**config.mk**
```make
export PLATFORM = sky130hd
export DESIGN_NAME = segXlate
export DESIGN_NICKNAME = d
export VERILOG_FILES = /design/src/rtl/segPkg.sv /design/src/rtl/segCtrl.sv /design/src/rtl/segDatapath.sv /design/src/rtl/segXlate.sv
export SDC_FILE = /design/constraint.sdc
export NUM_CORES = 1
export LEC_CHECK = 0
export BUFFER_PORTS_ARGS = -buffer_cell sky130_fd_sc_hd__buf_2
export CORE_MARGIN = 2
export CORE_UTILIZATION = 60
export CTS_BUF_LIST = sky130_fd_sc_hd__clkbuf_4 sky130_fd_sc_hd__clkbuf_8
export CTS_CLUSTER_SIZE = 28
export DETAILED_ROUTE_END_ITERATION = 7
export GPL_TIMING_DRIVEN = 0
export HOLD_SLACK_MARGIN = 0.1
export PLACE_DENSITY = 0.83
export SYNTH_ARGS = -nofsm -noshare
export SYNTH_HDL_FRONTEND = slang
export SYNTH_SLANG_ARGS = --single-unit
export TNS_END_PERCENT = 20
```
**constraint.sdc**
```tcl
create_clock -name clk -period 10.1 [get_ports clk]
set_input_delay 0.505 -clock clk [delete_from_list [all_inputs] [get_ports clk]]
set_output_delay 0.505 -clock clk [all_outputs]
set_load 0.02 [all_outputs]
```
**src/rtl/segPkg.sv**
```systemverilog
package segPkg;
  parameter int SEG_CNT = 6;
  parameter int SEL_W   = 16;
  parameter int ADDR_W  = 32;
  parameter int LIM_W   = 20;
  parameter int PG_SH   = 12;
  parameter int DESC_W  = 64;

  localparam int IDX_W = SEL_W - 3;
  localparam int CNT_W = IDX_W + 1;
  localparam int REG_W = $clog2(SEG_CNT);

  // descriptor word layout
  localparam int D_BASE_LSB = 0;
  localparam int D_LIM_LSB  = 32;
  localparam int D_GRAN_BIT = 52;
  localparam int D_PRES_BIT = 53;

  typedef enum logic [1:0] {
    FLT_NONE     = 2'd0,
    FLT_UNUSABLE = 2'd1,
    FLT_ABSENT   = 2'd2,
    FLT_LIMIT    = 2'd3
  } fltKind_t;

  typedef struct packed {
    logic             cacheWr;   // latch fetched descriptor
    logic             markNull;  // make slot unusable
    logic [REG_W-1:0] tgtReg;
  } ctrlStrb_t;
endpackage

```
**src/rtl/segCtrl.sv**
```systemverilog
module segCtrl
  import segPkg::*;
(
  input  logic              clk,
  input  logic              rstN,
  input  logic [ADDR_W-1:0] localTblBase,
  input  logic [CNT_W-1:0]  localTblCnt,
  input  logic [ADDR_W-1:0] globalTblBase,
  input  logic [CNT_W-1:0]  globalTblCnt,
  input  logic              ldValid,
  input  logic [REG_W-1:0]  ldReg,
  input  logic [SEL_W-1:0]  ldSel,
  output logic              ldBusy,
  output logic              ldDone,
  output logic              ldFault,
  output logic              memRdReq,
  output logic [ADDR_W-1:0] memRdAddr,
  input  logic              memRdAck,
  output ctrlStrb_t         strb
);
  typedef enum logic {ST_IDLE, ST_FETCH} state_t;
  state_t stateQ;
  logic [REG_W-1:0] pendReg;

  logic              useLocal, isNull, outOfRange, takeLoad;
  logic [IDX_W-1:0]  selIdx;
  logic [CNT_W-1:0]  tblCnt;
  logic [ADDR_W-1:0] tblBase;

  always_comb begin
    useLocal   = ldSel[2];
    selIdx     = ldSel[SEL_W-1:3];
    tblCnt     = useLocal ? localTblCnt  : globalTblCnt;
    tblBase    = useLocal ? localTblBase : globalTblBase;
    isNull     = (ldSel[SEL_W-1:2] == '0);
    outOfRange = ({1'b0, selIdx} >= tblCnt);
    takeLoad   = (stateQ == ST_IDLE) && ldValid;
  end

  always_comb begin
    strb.cacheWr  = (stateQ == ST_FETCH) && memRdAck;
    strb.markNull = takeLoad && isNull;
    strb.tgtReg   = (stateQ == ST_IDLE) ? ldReg : pendReg;
  end

  assign memRdReq = (stateQ == ST_FETCH);
  assign ldBusy   = (stateQ == ST_FETCH);

  always_ff @(posedge clk) begin
    if (!rstN) begin
      stateQ    <= ST_IDLE;
      pendReg   <= '0;
      memRdAddr <= '0;
      ldDone    <= 1'b0;
      ldFault   <= 1'b0;
    end else begin
      ldDone  <= 1'b0;
      ldFault <= 1'b0;
      case (stateQ)
        ST_IDLE: if (ldValid) begin
          if (isNull) begin
            ldDone <= 1'b1;
          end else if (outOfRange) begin
            ldDone  <= 1'b1;
            ldFault <= 1'b1;
          end else begin
            stateQ    <= ST_FETCH;
            pendReg   <= ldReg;
            memRdAddr <= tblBase + ADDR_W'({selIdx, 3'b000});
          end
        end
        ST_FETCH: if (memRdAck) begin
          stateQ <= ST_IDLE;
          ldDone <= 1'b1;
        end
        default: stateQ <= ST_IDLE;
      endcase
    end
  end
endmodule

```
**src/rtl/segDatapath.sv**
```systemverilog
module segDatapath
  import segPkg::*;
(
  input  logic              clk,
  input  logic              rstN,
  input  ctrlStrb_t         strb,
  input  logic [DESC_W-1:0] memRdData,
  input  logic              pagingOn,
  input  logic              accValid,
  input  logic [REG_W-1:0]  accReg,
  input  logic [ADDR_W-1:0] accOffset,
  output logic              accOutValid,
  output logic              accFault,
  output logic [1:0]        accFaultKind,
  output logic [ADDR_W-1:0] accLinear,
  output logic              physValid,
  output logic [ADDR_W-1:0] physAddr
);
  logic              usableQ  [SEG_CNT];
  logic              presentQ [SEG_CNT];
  logic [ADDR_W-1:0] baseQ    [SEG_CNT];
  logic [ADDR_W-1:0] effLimQ  [SEG_CNT];

  logic [ADDR_W-1:0] newBase, newEffLim;
  logic [LIM_W-1:0]  newLim;
  logic              newGran, newPres;

  always_comb begin
    newBase = memRdData[D_BASE_LSB +: ADDR_W];
    newLim  = memRdData[D_LIM_LSB +: LIM_W];
    newGran = memRdData[D_GRAN_BIT];
    newPres = memRdData[D_PRES_BIT];
  end

  // effective limit: page-scaled variant only when the scaled width fits
  generate
    if (LIM_W + PG_SH <= ADDR_W) begin : g_scaleFit
      always_comb newEffLim = newGran ? ADDR_W'({newLim, {PG_SH{1'b1}}})
                                      : ADDR_W'(newLim);
    end else begin : g_scaleClip
      always_comb newEffLim = newGran ? {ADDR_W{1'b1}} : ADDR_W'(newLim);
    end
  endgenerate

  always_ff @(posedge clk) begin
    if (!rstN) begin
      for (int i = 0; i < SEG_CNT; i++) begin
        usableQ[i]  <= 1'b0;
        presentQ[i] <= 1'b0;
        baseQ[i]    <= '0;
        effLimQ[i]  <= '0;
      end
    end else begin
      for (int i = 0; i < SEG_CNT; i++) begin
        if (strb.tgtReg == REG_W'(i)) begin
          if (strb.markNull) begin
            usableQ[i] <= 1'b0;
          end else if (strb.cacheWr) begin
            usableQ[i]  <= 1'b1;
            presentQ[i] <= newPres;
            baseQ[i]    <= newBase;
            effLimQ[i]  <= newEffLim;
          end
        end
      end
    end
  end

  logic              selUsable, selPres;
  logic [ADDR_W-1:0] selBase, selLim;
  fltKind_t          kindNext;

  always_comb begin
    selUsable = 1'b0;
    selPres   = 1'b0;
    selBase   = '0;
    selLim    = '0;
    if (accReg < REG_W'(SEG_CNT)) begin
      selUsable = usableQ[accReg];
      selPres   = presentQ[accReg];
      selBase   = baseQ[accReg];
      selLim    = effLimQ[accReg];
    end
    if (!selUsable)               kindNext = FLT_UNUSABLE;
    else if (!selPres)            kindNext = FLT_ABSENT;
    else if (accOffset > selLim)  kindNext = FLT_LIMIT;
    else                          kindNext = FLT_NONE;
  end

  always_ff @(posedge clk) begin
    if (!rstN) begin
      accOutValid  <= 1'b0;
      accFaultKind <= 2'd0;
      accLinear    <= '0;
    end else begin
      accOutValid <= accValid;
      if (accValid) begin
        accFaultKind <= kindNext;
        accLinear    <= (kindNext == FLT_NONE) ? selBase + accOffset : '0;
      end
    end
  end

  assign accFault  = (accFaultKind != 2'd0);
  assign physValid = accOutValid && !accFault && !pagingOn;
  assign physAddr  = pagingOn ? '0 : accLinear;
endmodule

```
**src/rtl/segXlate.sv**
```systemverilog
module segXlate
  import segPkg::*;
(
  input  logic              clk,
  input  logic              rstN,
  input  logic              pagingOn,
  input  logic [ADDR_W-1:0] localTblBase,
  input  logic [CNT_W-1:0]  localTblCnt,
  input  logic [ADDR_W-1:0] globalTblBase,
  input  logic [CNT_W-1:0]  globalTblCnt,
  input  logic              ldValid,
  input  logic [REG_W-1:0]  ldReg,
  input  logic [SEL_W-1:0]  ldSel,
  output logic              ldBusy,
  output logic              ldDone,
  output logic              ldFault,
  output logic              memRdReq,
  output logic [ADDR_W-1:0] memRdAddr,
  input  logic              memRdAck,
  input  logic [DESC_W-1:0] memRdData,
  input  logic              accValid,
  input  logic [REG_W-1:0]  accReg,
  input  logic [ADDR_W-1:0] accOffset,
  output logic              accOutValid,
  output logic              accFault,
  output logic [1:0]        accFaultKind,
  output logic [ADDR_W-1:0] accLinear,
  output logic              physValid,
  output logic [ADDR_W-1:0] physAddr
);
  ctrlStrb_t strb;

  segCtrl u_ctrl (
    .clk(clk), .rstN(rstN),
    .localTblBase(localTblBase), .localTblCnt(localTblCnt),
    .globalTblBase(globalTblBase), .globalTblCnt(globalTblCnt),
    .ldValid(ldValid), .ldReg(ldReg), .ldSel(ldSel),
    .ldBusy(ldBusy), .ldDone(ldDone), .ldFault(ldFault),
    .memRdReq(memRdReq), .memRdAddr(memRdAddr), .memRdAck(memRdAck),
    .strb(strb)
  );

  segDatapath u_dp (
    .clk(clk), .rstN(rstN), .strb(strb), .memRdData(memRdData),
    .pagingOn(pagingOn), .accValid(accValid), .accReg(accReg),
    .accOffset(accOffset), .accOutValid(accOutValid), .accFault(accFault),
    .accFaultKind(accFaultKind), .accLinear(accLinear),
    .physValid(physValid), .physAddr(physAddr)
  );
endmodule

```
# Yosys cells after proc, flatten, opt, wreduce, memory -nomap -nowiden
# Memories as Yosys holds them, arrays and structs flattened.
# Cells that the tools add are included.
classes:
  addsub: 2
  multipliers: 0
  div: 0
  order_cmp: 3
  eq_ne: 5
  n_shift: 0
  n_mux: 93
  bitwise_logic: 35
  reduce_logical: 13
op_table:
  columns: ["cell", "count"]
  rows:
  - ["$mux 32", 18]
  - ["$mux 1", 68]
  - ["$add 32x16->32", 1]
  - ["$add 32x32->32", 1]
  - ["$gt 32x32->1", 1]
  - ["$or 1x1->1", 30]
  - ["$ge 13x14->1", 1]
  - ["$logic_not 14->1", 1]
  - ["$mux 14", 1]
  - ["$eq 3x2->1 const B", 2]
  - ["$eq 3x3->1 const B", 2]
  - ["$mux 2", 3]
  - ["$logic_and 1x1->1", 5]
  - ["$not 1->1", 5]
  - ["$pmux 1 s2", 2]
  - ["$reduce_and 4->1", 1]
  - ["$reduce_or 4->1", 1]
  - ["$eq 3x1->1 const B", 1]
  - ["$logic_not 3->1", 1]
  - ["$lt 3x3->1 const B", 1]
  - ["$mux 3", 1]
  - ["$logic_not 1->1", 2]
  - ["$logic_not 2->1", 1]
  - ["$reduce_bool 2->1", 1]
totals:
  register_bits: 73
  latchBits: 0
  ram_bits: 396
  rom_bits: 0
  output_inout_bits: 105
  elab_cells: 163
  mem_count: 4
memory_table:
  columns: ["memory", "words", "width", "read_ports", "rd_ports_with_merged_regs", "wr", "line", "rtl"]
  rows:
  - ["u_dp.baseQ", 6, 32, 1, 0, 6, "segDatapath.sv:21", "logic [ADDR_W-1:0] baseQ [SEG_CNT];"]
  - ["u_dp.effLimQ", 6, 32, 1, 0, 6, "segDatapath.sv:22", "logic [ADDR_W-1:0] effLimQ [SEG_CNT];"]
  - ["u_dp.presentQ", 6, 1, 1, 0, 6, "segDatapath.sv:20", "logic presentQ [SEG_CNT];"]
  - ["u_dp.usableQ", 6, 1, 1, 0, 6, "segDatapath.sv:19", "logic usableQ [SEG_CNT];"]

# Depth between registers and ports, before layout
depth:
  ltp_word: 9
  depth_mapped: 17

# Modules after synthesis
# From an unflattened synthesis, not the netlist that was laid out.
unflattened:
  cells_unflattened: 2065
  area_unflattened_um2: 24394.6
modules_own_cells:
  columns: ["module", "n_inst", "cells_per_inst", "area_each_um2", "seq_area_each_um2"]
  rows:
  - ["segDatapath", 1, 1686, 21117.8, 12492.0]
  - ["segCtrl", 1, 379, 3276.9, 760.7]

# Worst setup path before layout
# Ideal clock, no wire load.
synth_timing:
  path_kind: "reg-to-reg"
  start: "register u_ctrl.stateQ, in the netlist u_ctrl.ldBusy"
  end: "memory u_dp.usableQ[5], enable pin"
  arrival_ns: 6.426
  t_required_ns: 9.782
  slack_ns: 3.356
  path_stages_with_launch: 6
  n_path_buf: 1
  synth_period_minus_slack_ns: 6.744
  cell_sequence: "dfxtp_1 clkbuf_1 mux2_2 nand2_1 o31ai_1 o21bai_1"
synth_lines:
  columns: ["element", "line", "rtl"]
  rows:
  - ["start, declared", "segCtrl.sv:22", "state_t stateQ;"]
  - ["start signal, assigned", "segCtrl.sv:51", "stateQ <= ST_IDLE;"]
  - ["start signal, assigned", "segCtrl.sv:67", "stateQ <= ST_FETCH;"]
  - ["start signal, assigned", "segCtrl.sv:73", "stateQ <= ST_IDLE;"]
  - ["end, declared", "segDatapath.sv:19", null]

# Worst setup path after layout
layout_timing:
  start: "input port accReg[0]"
  end: "register u_dp.accLinear[28]"
layout_between:
  elab_chain_cells: 8
  elab_cells_between_ends: 16
layout_lines:
  columns: ["element", "line", "rtl"]
  rows:
  - ["start, declared", "segXlate.sv:22", "input logic [REG_W-1:0] accReg,"]
  - ["$mem_v2 6x32 or $lt 3x3->1 (tied branches)", null, null]
  - ["$mux 32", "segDatapath.sv:78", "if (accReg < REG_W'(SEG_CNT)) begin"]
  - ["$gt 32x32->1", "segDatapath.sv:86", "else if (accOffset > selLim) kindNext = FLT_LIMIT;"]
  - ["$mux 2", "segDatapath.sv:86", null]
  - ["$mux 2", "segDatapath.sv:85", "else if (!selPres) kindNext = FLT_ABSENT;"]
  - ["$mux 2", "segDatapath.sv:84", "if (!selUsable) kindNext = FLT_UNUSABLE;"]
  - ["$logic_not 2->1", "segDatapath.sv:99", "accLinear <= (kindNext == FLT_NONE) ? selBase + accOffset : '0;"]
  - ["$mux 32 *", "segDatapath.sv:99", null]
  - ["end signal, assigned", "segDatapath.sv:99", null]
  - ["end, declared", "segDatapath.sv:15", "output logic [ADDR_W-1:0] accLinear,"]
# Every way passes the cells marked *; elsewhere a longest branch is shown, timed or not.
# A chain may end at the register's enable or synchronous reset.

==> run summary <==
Total power - 4480 uW
Htree depth - 3
CP max stage delay - 870 ps
Starting Density - 60.7%
Top delay family on crit path - simple AND/OR/NAND/NOR gates
Post-route minimum period - 5570 ps
Adder-cell share of the synthesized area - 4.79%
Fraction of layout cells with a size suffix above 1 - 22.7%
Met2 wire length - 33,700 um
Final net count - 2,725
Hold path start - ldReg[1]
Largest net degree at the start of global routing - 59
Pleak - 0.0114 uW
Tot GR Track Use - 33.9%
Worst R2R End - u_dp.accLinear[28]
Min-Delay Endpoint - u_ctrl.pendReg[1]
Slew Viols, Final - 0
Clock Path Buffers - 3
Core Box Area - 39,700 sq um
PD cells - 160 nW/um^2
Clk_lat worst skew - 630 ps
CTS root buf - clkbuf_8
Dominant cell type by area after synthesis - edfxtp_1
Startpoint Class - input port
Synth Net Count - 2,332
Die area - 41,800 sq um
Slowest cell on the critical path - nor4_1
Compound-gate portion of the synthesized area - 8.50%
Final Hold Viols - 0
Fill cells - 2,765
Crit share post-route - 55.2%
Buffers & Inverters on Critical Path - 4
IO Port Bufs - 306
Asr flop ratio synth - 0%
Cell Chain, Critical Path - buf_2 -> buf_2 -> buf_1 -> buf_1 -> mux2i_1 -> nor2_1 -> a21oi_1 -> ha_1 -> nand4_1 -> nor4_1 -> a211oi_1 -> a22o_1 -> nor4_4 -> nand2_2 -> o311a_1 -> nand2_1
CP Max Fanout - 10
Post-synth top area share - 48.1%
Post-CTS Setup Inserts - 0
Hold Crit Depth - 3
Antenna Nets Post-Route - 0
Largest cells by area after synthesis - edfxtp_1 (48%), dfxtp_1 (6.9%), mux4_2 (6.2%)
Row cnt - 73
Drt total wl - 71,100 um
Hold/Removal Path Class - input port to flop
Post-route setup slack - 4530 ps
Met1 wire length - 26,200 um
Vias - 18,500
Area growth from synthesis to layout - 16.2%
Die height - 204 um
Clock slew at reported path FFs - 60 ps
Mux cell area share after synthesis - 12.5%
Place WS - 4030 ps
Post_cts resized - 0
Area of the multi-input gates - 10,400 sq um
Setup-failing EPs final - 0
Clk sink count - 469
Design Area, Final - 28,000 sq um
CTS tree - built
Status - finished, final reports clean
Slew @ Worst Pin - 966 ps
Inserted Clock Buffers - 76
Post-synth EDFFs - 386
Drt wl/cell - 23.7 um
Reg2reg start - u_dp.effLimQ[3][15]
R2r setup slk - 5790 ps
DRC errors left - 0
Global-route wire length before repair - 105,000 um
Post-synthesis instance area - 24,100 sq um
Hold slack - 151 ps
Distinct cell type count after synthesis - 80
Dpl cell area - 26,600 sq um
Register area share after synthesis - 55.0%
Register area - 13,300 sq um
Setup Crit Path Kind - input port to flop
Worst path required time - 10,660 ps
Fmax - 179 MHz
Number of global-route vias before repair - 18,200
GRT overflow - 0
RSZ-0062 raised after global routing - no
Hold buffer count at cts - 0
Simple-Gate Fraction of Synth Area - 15.5%
Routability cong. - 0.912
Max-cap violations - 0
Largest family of logic cells by synthesized area - simple AND/OR/NAND/NOR gates
Top_reg_cell synth - edfxtp_1
Slew HR - 35.0%
Initial drt markers - 1,890
DR WL met3 - 7460 um
Post-DP HPWL - 51,500 um
Worst R2R Path Depth - 11
Initial antenna violation count - 4
Crit path DAT - 6130 ps
Ys Warns - 0
Avg Vias per Cell - 6.16
Synth Area per Inst - 11.9 sq um
Maximum vdd drop - 0.109 mV
Max layer used - met5
IO Count - 321
Xor and xnor fraction of the mapped netlist area - 1.67%
FF+latch count, synth - 469
Crit end category - flop
Die Wd - 204 um
Clk_skew - 36.9 ps
Initial DRT Pass Iterations - 6
Post-Syn Instances - 2,025
==> kinds of logic (layout without fill, tap and decap cells) <==
family | after synthesis | count (layout)
AND/OR/NAND/NOR | 767 | 767
flip-flops | 469 | 469
AO/OA/AOI/OAI | 309 | 309
multiplexers | 215 | 215
buffers and inverters | 128 | 577
adder cells (fa/ha/maj) | 91 | 91
XOR/XNOR | 46 | 46
other | 0 | 3
==> how the worst max path moves through the flow <==
stage | end | from | slack [ps] | cells after the start
CTS | u_dp.accLinear[28] | accReg[0] | 4650 | 16
global placement | u_dp.usableQ[5] | u_ctrl.ldBusy | -240 | 5
floorplan | u_dp.usableQ[5] | u_ctrl.ldBusy | 3360 | 5
finish | u_dp.accLinear[28] | accReg[0] | 4530 | 16
global route | u_dp.accLinear[28] | accReg[0] | 4340 | 16
detailed placement | u_dp.accLinear[28] | accReg[0] | 4030 | 16
==> cell usage after synthesis (all sizes together), types with 20 or more instances <==
library cell	number
clkbuf	75
o21ai	74
nand2	103
nor2	328
nor2b	39
nand3	20
a22oi	20
a21o	23
buf	32
mux2i	130
mux4	66
and2	198
xnor2	27
ha	89
edfxtp	386
a21oi	89
dfxtp	83
==> sequential cells by signal, indices dropped and copies added, names as in the netlist <==
name and cells:
u_ctrl.pendReg 3, u_ctrl.ldDone 1, u_ctrl.ldBusy 1, u_ctrl.ldFault 1, u_dp.baseQ 192, u_dp.accLinear 32, u_dp.effLimQ 192, u_dp.presentQ 6
u_dp.accOutValid 1, u_ctrl.memRdAddr 32, u_dp.accFaultKind 2, u_dp.usableQ 6
==> area by class of cell <==
| type | instances | share of cell area (%) |
|---|---|---|
| antenna | 3 | 0.0268 |
| buffer | 107 | 1.53 |
| clock buffer | 113 | 4.81 |
| clock inverter | 21 | 0.344 |
| inverter | 21 | 0.281 |
| multi-input combinational | 1428 | 37.1 |
| sequential | 469 | 47.3 |
| tap | 525 | 2.34 |
| timing repair buffer | 315 | 6.26 |
==> placed cells by master, fill, tap and decap left out, drive strengths merged, types with 8 or more instances in the layout <==
| cell type | count |
|---|---|
| o22ai | 8 |
| nor2 | 328 |
| xnor2 | 27 |
| mux4 | 66 |
| nor4 | 11 |
| dfxtp | 83 |
| clkbuf | 188 |
| nand2 | 103 |
| a31oi | 9 |
| nor2b | 39 |
| edfxtp | 386 |
| o21ai | 74 |
| mux2i | 130 |
| a21o | 23 |
| xor2 | 19 |
| inv | 19 |
| nor3 | 12 |
| a21oi | 89 |
| clkinv | 21 |
| mux2 | 19 |
| a211oi | 14 |
| nand3 | 20 |
| buf | 347 |
| a22oi | 20 |
| ha | 89 |
| and2 | 198 |
| nand2b | 15 |
| nand4 | 14 |
| a32o | 10 |
==> routing by layer <==
metal  track usage, %  vias to the layer above
met5                0                        -
met4             17.9                        2
met3             6.65                      203
met2             55.8                     1148
met1             42.6                     8888
li1                 -                     8241
==> stage by stage <==
step / utilization, % / instances / TNS, ps
finish: 70.5 / 3002 / 0
CTS: 70.5 / 2999 / 0
global route: 70.5 / 3000 / 0
global placement: 66.2 / 2856 / -244
floorplan: - / 2025 / 0
detailed placement: 66.9 / 2865 / 0
==> worst min-delay path, cell delays in order <==
cell,delay [ps]
buf_2,100
mux2i_1,70
nor2_1,80
==> where the power goes <==
part	total, uW	internal (uW)	switching [uW]
Sequential	2200	2170	30.4
Clock	1600	852	748
Combinational	671	258	413
Total	4480	3280	1190
(Power assumes the default switching activity.)
